===== config.mk =====
export PLATFORM = sky130hd
export DESIGN_NAME = spi_txn_engine
export DESIGN_NICKNAME = d
export VERILOG_FILES = /design/src/rtl/spi_txn_pkg.sv /design/src/rtl/spi_txn_byte_mux.sv /design/src/rtl/spi_txn_read_store.sv /design/src/rtl/spi_txn_engine.sv
export SDC_FILE = /design/constraint.sdc
export NUM_CORES = 1
export LEC_CHECK = 0
export CORE_AREA = 10 10 140 142
export DETAILED_ROUTE_END_ITERATION = 7
export DIE_AREA = 0 0 150 152
export DONT_BUFFER_PORTS = 1
export GPL_ROUTABILITY_DRIVEN = 0
export PLACE_DENSITY = 0.71
export SLEW_MARGIN = 30
export SYNTH_ARGS = -nofsm -noshare
export SYNTH_HDL_FRONTEND = slang
export SYNTH_HIERARCHICAL = 1
export SYNTH_SLANG_ARGS = --single-unit

===== constraint.sdc =====
create_clock -name clk -period 5.4 [get_ports clk]
set_input_delay 0.54 -clock clk [delete_from_list [all_inputs] [get_ports clk]]
set_output_delay 0.54 -clock clk [all_outputs]
set_load 0.01 [all_outputs]

===== src/rtl/spi_txn_pkg.sv =====
package spi_txn_pkg;

    typedef enum logic [2:0] {
        ST_IDLE, ST_CMD, ST_ADDR, ST_WRITE, ST_DUMMY, ST_READ, ST_DONE
    } txn_state_e;

    typedef struct packed {
        logic       cmd_en;
        logic [2:0] addr_n;
        logic [4:0] wr_n;
        logic [2:0] dm_n;
        logic [1:0] dm_shift;
        logic [4:0] rd_n;
    } txn_len_t;

    localparam int MAX_ADDR_BYTES = 4;

    function automatic txn_len_t decode_cfg(input logic [31:0] c);
        txn_len_t l;
        l.cmd_en   = c[10];
        l.addr_n   = (c[13:11] > 3'(MAX_ADDR_BYTES)) ? 3'(MAX_ADDR_BYTES) : c[13:11];
        l.wr_n     = c[20:16];
        l.dm_n     = c[23:21];
        l.dm_shift = c[7:6];
        l.rd_n     = c[28:24];
        return l;
    endfunction

    // First non-empty phase after state s; DONE if none is left.
    function automatic txn_state_e next_phase(input txn_state_e s, input txn_len_t l);
        txn_state_e n;
        n = ST_DONE;
        if (l.rd_n   != 0 && s < ST_READ)  n = ST_READ;
        if (l.dm_n   != 0 && s < ST_DUMMY) n = ST_DUMMY;
        if (l.wr_n   != 0 && s < ST_WRITE) n = ST_WRITE;
        if (l.addr_n != 0 && s < ST_ADDR)  n = ST_ADDR;
        if (l.cmd_en      && s < ST_CMD)   n = ST_CMD;
        return n;
    endfunction

endpackage


===== src/rtl/spi_txn_byte_mux.sv =====
module spi_txn_byte_mux
    import spi_txn_pkg::*;
#(
    parameter int WORD_W     = 32,
    parameter int DATA_WORDS = 4
) (
    input  txn_state_e                   state,
    input  logic [4:0]                   byte_idx,
    input  logic [2:0]                   addr_n,
    input  logic [31:0]                  cmd_word,
    input  logic [31:0]                  addr_word,
    input  logic [DATA_WORDS*WORD_W-1:0] wr_words,
    output logic [7:0]                   tx_byte
);
    localparam int LANES = WORD_W / 8;

    always_comb begin
        int sel;
        int word;
        int lane;
        tx_byte = 8'h00;
        sel  = 0;
        word = 0;
        lane = 0;
        unique case (state)
            ST_CMD:   tx_byte = cmd_word[7:0];
            ST_ADDR: begin
                sel = int'(addr_n) - 1 - int'(byte_idx);
                if (sel < 0) sel = 0;
                tx_byte = addr_word[8*sel +: 8];
            end
            ST_WRITE: begin
                word = int'(byte_idx) / LANES;
                if (word > DATA_WORDS - 1) word = DATA_WORDS - 1;
                lane = int'(byte_idx) % LANES;
                tx_byte = wr_words[word*WORD_W + lane*8 +: 8];
            end
            ST_DUMMY: begin
                if (byte_idx == 5'd0)      tx_byte = cmd_word[15:8];
                else if (byte_idx == 5'd1) tx_byte = cmd_word[23:16];
                else                       tx_byte = cmd_word[31:24];
            end
            default:  tx_byte = 8'h00;
        endcase
    end

endmodule


===== src/rtl/spi_txn_read_store.sv =====
module spi_txn_read_store #(
    parameter int WORD_W     = 32,
    parameter int DATA_WORDS = 4
) (
    input  logic                         clk,
    input  logic                         rst_n,
    input  logic                         store_en,
    input  logic [4:0]                   byte_idx,
    input  logic [7:0]                   din,
    output logic [DATA_WORDS*WORD_W-1:0] rd_words
);
    localparam int SLOTS = DATA_WORDS * WORD_W / 8;

    // Flat byte slot b is lane b%4 of word b/4; indices past SLOTS never match.
    for (genvar b = 0; b < SLOTS; b++) begin : g_slot
        always_ff @(posedge clk) begin
            if (!rst_n)
                rd_words[b*8 +: 8] <= 8'h00;
            else if (store_en && byte_idx == 5'(b))
                rd_words[b*8 +: 8] <= din;
        end
    end

endmodule


===== src/rtl/spi_txn_engine.sv =====
module spi_txn_engine
    import spi_txn_pkg::*;
#(
    parameter int CS_COUNT   = 3,
    parameter int WORD_W     = 32,
    parameter int DATA_WORDS = 4
) (
    input  logic                         clk,
    input  logic                         rst_n,
    input  logic [31:0]                  cfg_word,
    input  logic [31:0]                  cmd_word,
    input  logic [31:0]                  addr_word,
    input  logic [DATA_WORDS*WORD_W-1:0] wr_words,
    input  logic [1:0]                   dev_sel,
    input  logic                         sw_cs,
    input  logic                         rdy_ie,
    input  logic                         exec_req,
    input  logic                         rdy_clr,
    input  logic                         miso,
    output logic                         busy,
    output logic                         rdy,
    output logic                         irq,
    output logic [CS_COUNT-1:0]          cs_n,
    output logic                         beat_valid,
    output logic [3:0]                   beat_bits,
    output logic [7:0]                   beat_data,
    output logic [DATA_WORDS*WORD_W-1:0] rd_words
);
    txn_state_e state;
    txn_len_t   lens_q;
    logic [1:0] dev_q;
    logic       swcs_q;
    logic [3:0] pos;
    logic [4:0] byte_cnt;
    logic [6:0] shift_q;
    logic [3:0] step;
    logic [4:0] cur_len;
    logic       in_phase;
    logic       last_bit;
    logic       last_byte;
    logic [7:0] tx_byte;
    logic [8:0] chunk_mask;

    assign in_phase = (state == ST_CMD) || (state == ST_ADDR) || (state == ST_WRITE) ||
                      (state == ST_DUMMY) || (state == ST_READ);

    always_comb begin
        step = (state == ST_DUMMY) ? (4'd1 << lens_q.dm_shift) : 4'd1;
        unique case (state)
            ST_ADDR:  cur_len = {2'b00, lens_q.addr_n};
            ST_WRITE: cur_len = lens_q.wr_n;
            ST_DUMMY: cur_len = {2'b00, lens_q.dm_n};
            ST_READ:  cur_len = lens_q.rd_n;
            default:  cur_len = 5'd1;
        endcase
        last_bit  = (pos + step) == 4'd8;
        last_byte = byte_cnt == (cur_len - 5'd1);
    end

    spi_txn_byte_mux #(.WORD_W(WORD_W), .DATA_WORDS(DATA_WORDS)) u_mux (
        .state    (state),
        .byte_idx (byte_cnt),
        .addr_n   (lens_q.addr_n),
        .cmd_word (cmd_word),
        .addr_word(addr_word),
        .wr_words (wr_words),
        .tx_byte  (tx_byte)
    );

    spi_txn_read_store #(.WORD_W(WORD_W), .DATA_WORDS(DATA_WORDS)) u_store (
        .clk     (clk),
        .rst_n   (rst_n),
        .store_en(state == ST_READ && pos == 4'd7),
        .byte_idx(byte_cnt),
        .din     ({shift_q, miso}),
        .rd_words(rd_words)
    );

    // State register and phase counters.
    always_ff @(posedge clk) begin
        if (!rst_n) begin
            state    <= ST_IDLE;
            lens_q   <= '0;
            dev_q    <= '0;
            swcs_q   <= 1'b0;
            pos      <= '0;
            byte_cnt <= '0;
        end else begin
            unique case (state)
                ST_IDLE: begin
                    if (exec_req) begin
                        lens_q   <= decode_cfg(cfg_word);
                        dev_q    <= dev_sel;
                        swcs_q   <= sw_cs;
                        pos      <= '0;
                        byte_cnt <= '0;
                        state    <= next_phase(ST_IDLE, decode_cfg(cfg_word));
                    end
                end
                ST_CMD, ST_ADDR, ST_WRITE, ST_DUMMY, ST_READ: begin
                    if (last_bit) begin
                        pos <= '0;
                        if (last_byte) begin
                            byte_cnt <= '0;
                            state    <= next_phase(state, lens_q);
                        end else begin
                            byte_cnt <= byte_cnt + 5'd1;
                        end
                    end else begin
                        pos <= pos + step;
                    end
                end
                ST_DONE: state <= ST_IDLE;
                default: state <= ST_IDLE;
            endcase
        end
    end

    // Receive shifter and sticky ready flag.
    always_ff @(posedge clk) begin
        if (!rst_n) begin
            shift_q <= '0;
            rdy     <= 1'b0;
        end else begin
            if (state == ST_READ) shift_q <= {shift_q[5:0], miso};
            if (state == ST_DONE)  rdy <= 1'b1;
            else if (rdy_clr)      rdy <= 1'b0;
        end
    end

    // Outputs.
    always_comb begin
        chunk_mask = (9'd1 << step) - 9'd1;
        busy       = state != ST_IDLE;
        irq        = rdy && rdy_ie;
        beat_valid = in_phase;
        beat_bits  = in_phase ? step : 4'd0;
        beat_data  = 8'h00;
        if (state == ST_DUMMY)
            beat_data = (tx_byte >> pos) & chunk_mask[7:0];
        else if (in_phase)
            beat_data = {7'b0, tx_byte[3'd7 - pos[2:0]]};
        for (int i = 0; i < CS_COUNT; i++) begin
            cs_n[i] = !((!sw_cs && dev_sel == 2'(i)) ||
                        (in_phase && swcs_q && dev_q == 2'(i)));
        end
    end

endmodule


# Word level (Yosys, flattened, before mapping)
# Cells that the tools add are included.
totals:
  regBits: 170
  input_bits: 233
  wordCells: 182
classes:
  add_sub_neg: 8
  order_cmp: 9
  eq_ne: 31
  shifts: 5
  mux: 38
  bitwise: 1
  n_reduce_logical: 61
ops:
  columns: ["cell", "n"]
  rows:
  - ["$shiftx 128x32->8", 1]
  - ["$mux 29", 2]
  - ["$eq 5x4->1 const B", 8]
  - ["$mux 3", 13]
  - ["$add 32x6->32", 1]
  - ["$lt 32x1->1 const B", 1]
  - ["$pmux 8 s4", 1]
  - ["$shiftx 32x32->8", 1]
  - ["$logic_and 1x1->1", 30]
  - ["$mux 27", 1]
  - ["$mux 8", 3]
  - ["$eq 5x3->1 const B", 4]
  - ["$pmux 5 s4", 1]
  - ["$reduce_bool 5->1", 4]
  - ["$mux 4", 4]
  - ["$mux 5", 3]
  - ["$reduce_bool 3->1", 5]
  - ["$eq 5x2->1 const B", 2]
  - ["$pmux 5 s2", 1]
  - ["$eq 3x3->1 const B", 3]
  - ["$and 8x8->8", 1]
  - ["$pmux 4 s2", 1]
  - ["$shl 1x4->8 const A", 1]
  - ["$shr 8x4->8", 1]
  - ["other kinds (36)", 60]

# Longest topological paths before layout
depth:
  word_depth: 11
  mapped_depth: 15
  mapped_depth_nobuf: 14

# By module
# Netlist, hierarchy kept.
modules_own_cells:
  columns: ["module", "n_inst", "cells_per_inst", "area_each_um2", "seq_area_each_um2"]
  rows:
  - ["spi_txn_read_store", 1, 445, 4679.5, 2562.5]
  - ["spi_txn_engine", 1, 373, 2842.7, 820.8]
  - ["spi_txn_byte_mux", 1, 224, 1855.5, 0.0]

# Worst setup path after synthesis
# Ideal clock, no wire load.
synth_path:
  path_type: "register to output"
  start: "reg lens_q[15] (netlist bit)"
  end: "out beat_data[0]"
  arrival_time_ns: 3.533
  required_time_ns: 4.860
  slack_ns: 1.327
  stages_incl_launch_ff: 13
  n_path_buf: 2
  cell_sequence: "dfxtp_1 -> inv_1 -> ha_1 -> fa_1 -> clkbuf_1 -> clkbuf_1 -> mux2_2 -> o22ai_1 -> a211oi_1 -> or4_1 -> mux4_2 -> mux2i_1 -> o22ai_1"
synth_via:
  elab_chain_cells: 11
  elab_cells_between_ends: 13
  cone_classes: "add/sub (2); order compare (1); shift (2); mux (7); bitwise (1)"
synth_rtl:
  columns: ["element", "line_no", "rtl"]
  rows:
  - ["start: declaration", "spi_txn_engine.sv:30", "txn_len_t lens_q;"]
  - ["start signal: assignment", "spi_txn_engine.sv:92", "lens_q <= decode_cfg(cfg_word);"]
  - ["$sub 3x1->4 (*)", "spi_txn_byte_mux.sv:28", "sel = int'(addr_n) - 1 - int'(byte_idx);"]
  - ["$sub 4x6->7 (*)", "spi_txn_byte_mux.sv:28", null]
  - ["$lt 32x1->1", "spi_txn_byte_mux.sv:29", "if (sel < 0) sel = 0;"]
  - ["$mux 29 (*)", "spi_txn_byte_mux.sv:29", null]
  - ["$mux 29 (*)", "spi_txn_byte_mux.sv:25", "unique case (state)"]
  - ["$shiftx 32x32->8 (*)", "spi_txn_byte_mux.sv:30", "tx_byte = addr_word[8*sel +: 8];"]
  - ["$pmux 8 s4 (*)", "spi_txn_byte_mux.sv:25", null]
  - ["net tx_byte[3]", "spi_txn_engine.sv:41", "logic [7:0] tx_byte;"]
  - ["$bmux 1 s3", "spi_txn_engine.sv:142", "beat_data = {7'b0, tx_byte[3'd7 - pos[2:0]]};"]
  - ["$mux 1 (implied by the code)", "spi_txn_engine.sv:142", null]
  - ["$mux 1", "spi_txn_engine.sv:141", "else if (in_phase)"]
  - ["$mux 8 (*)", "spi_txn_engine.sv:139", "if (state == ST_DUMMY)"]
  - ["end: declaration", "spi_txn_engine.sv:26", "output logic [7:0] beat_data,"]
# Mark *: on every way through the listed nets, which the timed path passes. The rest lies on a longest branch. The select of a mux whose other input is x is not followed.

# Worst setup path in the final report
layout_path:
  start: "reg lens_q[15] (netlist bit)"
  end: "out beat_data[3]"
layout_via:
  elab_chain_cells: 10
layout_rtl:
  columns: ["element", "line_no", "rtl"]
  rows:
  - ["$sub 3x1->4 (*)", "spi_txn_byte_mux.sv:28", null]
  - ["$sub 4x6->7 (*)", "spi_txn_byte_mux.sv:28", null]
  - ["$lt 32x1->1", "spi_txn_byte_mux.sv:29", null]
  - ["$mux 29 (*)", "spi_txn_byte_mux.sv:29", null]
  - ["$mux 29 (*)", "spi_txn_byte_mux.sv:25", null]
  - ["$shiftx 32x32->8 (*)", "spi_txn_byte_mux.sv:30", null]
  - ["$pmux 8 s4 (*)", "spi_txn_byte_mux.sv:25", null]
  - ["net tx_byte[6]", "spi_txn_engine.sv:41", null]
  - ["$shr 8x4->8 (*)", "spi_txn_engine.sv:140", "beat_data = (tx_byte >> pos) & chunk_mask[7:0];"]
  - ["$and 8x8->8 (*)", "spi_txn_engine.sv:140", null]
  - ["$mux 8 (*)", "spi_txn_engine.sv:139", null]
# Marked as above.

==> out/results.txt <==
#FFs+latches synth = 169
Die Span Y = 152 um
H-Tree Depth = 4
Fillers = 1495
CTS tree = done
Placed Cells = 1211
Row count = 48
I/O Pins = 380
Max Buffers Root-to-Sink = 2
Congestion Overflow GR = 0
Worst Hold Class = input pin to register
Antenna violations before repair = 4
Worst R2R Path Depth = 13
Final core utilization = 59.92%
DRC Markers = 0
Routed via count = 7899
Post-synth EDFFs = 0
First-pass GRT wire length = 47560 um
Die area = 0.02280 mm^2
Achievable Freq = 0.1933 GHz
Routed Antenna Nets = 0
Crit end category = primary output
Root Driver = clkbuf_16
Asr flop ratio synth = 0%
Least-Margin Pin Slew = 0.9651 ns
Crit-path max FO = 6
Status = completed
Lkg Pwr = 3.955 nW
Final net count = 1256
Power Density = 387.2 mW/mm^2
Max VDD drop = 0.2708 mV
CORE AREA = 0.01694 mm^2
Worst Path Arrival = 4.63 ns
Mapped Cells = 1042
DP HPWL = 24200 um
Maxcap violations = 0
Vias in the first global route = 7624
Synth Net Count = 1287
Avg WL per Cell = 25.49 um
Worst Setup SP = lens_q[15]
Reg2reg end = byte_cnt[3]
Layout Area Growth over Synthesis = 8.219%
WP data required = 4.86 ns
Slew Limit Fails = 0
Hold buffers post-CTS = 0
Leading cell type in the layout, fill and taps excluded = nand2_1
Clk sinks = 169
Clock Latency Late Sink = 0.43 ns
Via density = 6.309
Die Wd = 150 um
Setup violations, final = 0
Clock skew = 0.02008 ns
Yosys warning total = 6
CTS clock-pin slew for the worst setup and hold paths = 0.07 ns
Worst R2R Setup Slack = 1.50 ns
CP Launch Type = register
Seq/Total Area, Yosys = 36.08%
Tmin final = 5.173 ns
Most frequent cells in the layout = nand2_1, dfxtp_1, mux2i_1, nor2_1, mux4_2
Initial DRC count = 586
Largest net degree at the start of global routing = 181
Worst slew margin = 35.38%
Period utilization = 95.80%
Syn_area_per_cell = 9.000 um^2
RR Startpoint = state[0]
Routed WL = 31910 um
Hold_ws = 0.2491 ns
CTS buffer count = 17
Area of the mapped netlist = 0.009378 mm^2
Worst Setup EP = beat_data[3]
Multi-input logic area = 0.005618 mm^2
Post-route insts no fill = 1252
Reg area = 0.003388 mm^2
Crit Path Category = register to primary output
Initial Utilization = 55.37%
Total GRT Usage = 26.68%
Synth unique cells = 68
Endpoints failing hold = 0
Drt first pass iters = 5
Count of input and output buffers = 0
Top FF cell, synth = dfxtp_1
Share of cells above drive strength 1 = 11.72%
## per-layer routing
metal  global-route usage, %  vias up  routed length, um
met1                   33.30     3785              12580
met2                   42.59      424              14950
met5                       0        -                 13
met3                   9.979       53               3864
li1                        -     3635                  -
met4                   6.389        2                507
## worst min-delay path by stage
stage | start | to | slack [ns] | cells past startpoint
2_1_floorplan | lens_q[4] | lens_q[4] | 0.44 | 2
3_3_place_gp | lens_q[4] | lens_q[4] | 0.45 | 2
3_5_place_dp | shift_q[6] | shift_q[6] | 0.46 | 2
4_1_cts | rst_n | rdy | 0.24 | 1
5_1_grt | rst_n | rdy | 0.24 | 1
6_report | cfg_word[25] | lens_q[1] | 0.25 | 2
## cell type report
type | count | share of cell area (%)
clock buffer | 17 | 4.192
antenna | 3 | 0.07397
tap | 225 | 2.774
timing repair buffer | 20 | 1.479
inverter | 14 | 0.5178
multi-input combinational | 789 | 55.36
sequential | 169 | 33.39
clock inverter | 15 | 2.219
## cell usage after synthesis, drive strengths merged, types with 12 or more instances
cell     instances  area [um^2]
nand2          252        968.4
dfxtp          169         3383
mux2i          152         1521
nor2            55        211.5
clkbuf          37        138.9
mux4            34        765.7
buf             33        200.2
a21boi          30        225.2
o21ai           29        152.6
a21oi           22        110.1
nor3            22        110.1
nand3           20        100.1
nor2b           19        118.9
a2111oi         14        122.6
inv             12        45.04
or4             12        90.09
## sequential cells by signal (all words and copies together), names as in the netlist
| signal | count |
|---|---|
| u_store/rd_words | 128 |
| lens_q | 18 |
| shift_q | 7 |
| byte_cnt | 5 |
| pos | 4 |
| state | 3 |
| dev_q | 2 |
| rdy | 1 |
| swcs_q | 1 |
## what timing repair did
item | in CTS | in global routing
setup buffers | 5 | 1
pin swaps | 1 | 1
endpoints found under the setup margin | 1 | 3
resized for setup | 1 | 2
## where the power goes
group / total, W / switching (W) / internal (W)
clock: 0.00133 / 0.000571 / 0.000758
combinational: 0.00122 / 0.000716 / 0.000504
sequential: 0.00138 / 0.0000838 / 0.00130
## logic make-up (layout without fill, tap and decap cells)
family,count (synthesis),in the layout,share of synthesized area (%)
xor gates and xnor gates,8,8,0.7472
adders and majority gates,12,12,1.761
buffers and inverters,84,66,4.176
and+or+nand+nor,430,430,21.32
muxes,192,192,25.11
DFF,169,169,36.08
other,1,4,0.03999
AOI/OAI and AO/OA,146,146,10.77
## through the flow
step                        TNS (ns)  setup slack (ns)  power (W)  area (um^2)
after detailed placement           0            0.4483   0.002572         9435
after CTS                          0            0.1881   0.003916        10130
after floorplan                    0             1.327   0.002355         9378
after global placement             0            0.5301   0.002559         9435
after global routing      -0.0001918        -0.0001918   0.004141        10140
final                              0            0.2268   0.003930        10150
## critical path, stage by stage, from the launching register on
cell	delay [ns]
dfxtp_1	0.47
inv_1	0.08
ha_1	0.34
fa_2	0.38
nor2b_1	0.21
o211ai_1	0.24
buf_4	0.24
buf_4	0.14
a2111oi_0	0.38
a2111oi_0	0.14
or4_1	0.64
mux2_2	0.31
a211oi_1	0.32
a2111oi_0	0.13
buf_4	0.19
No activity file was read; power rests on OpenSTA's default activity.
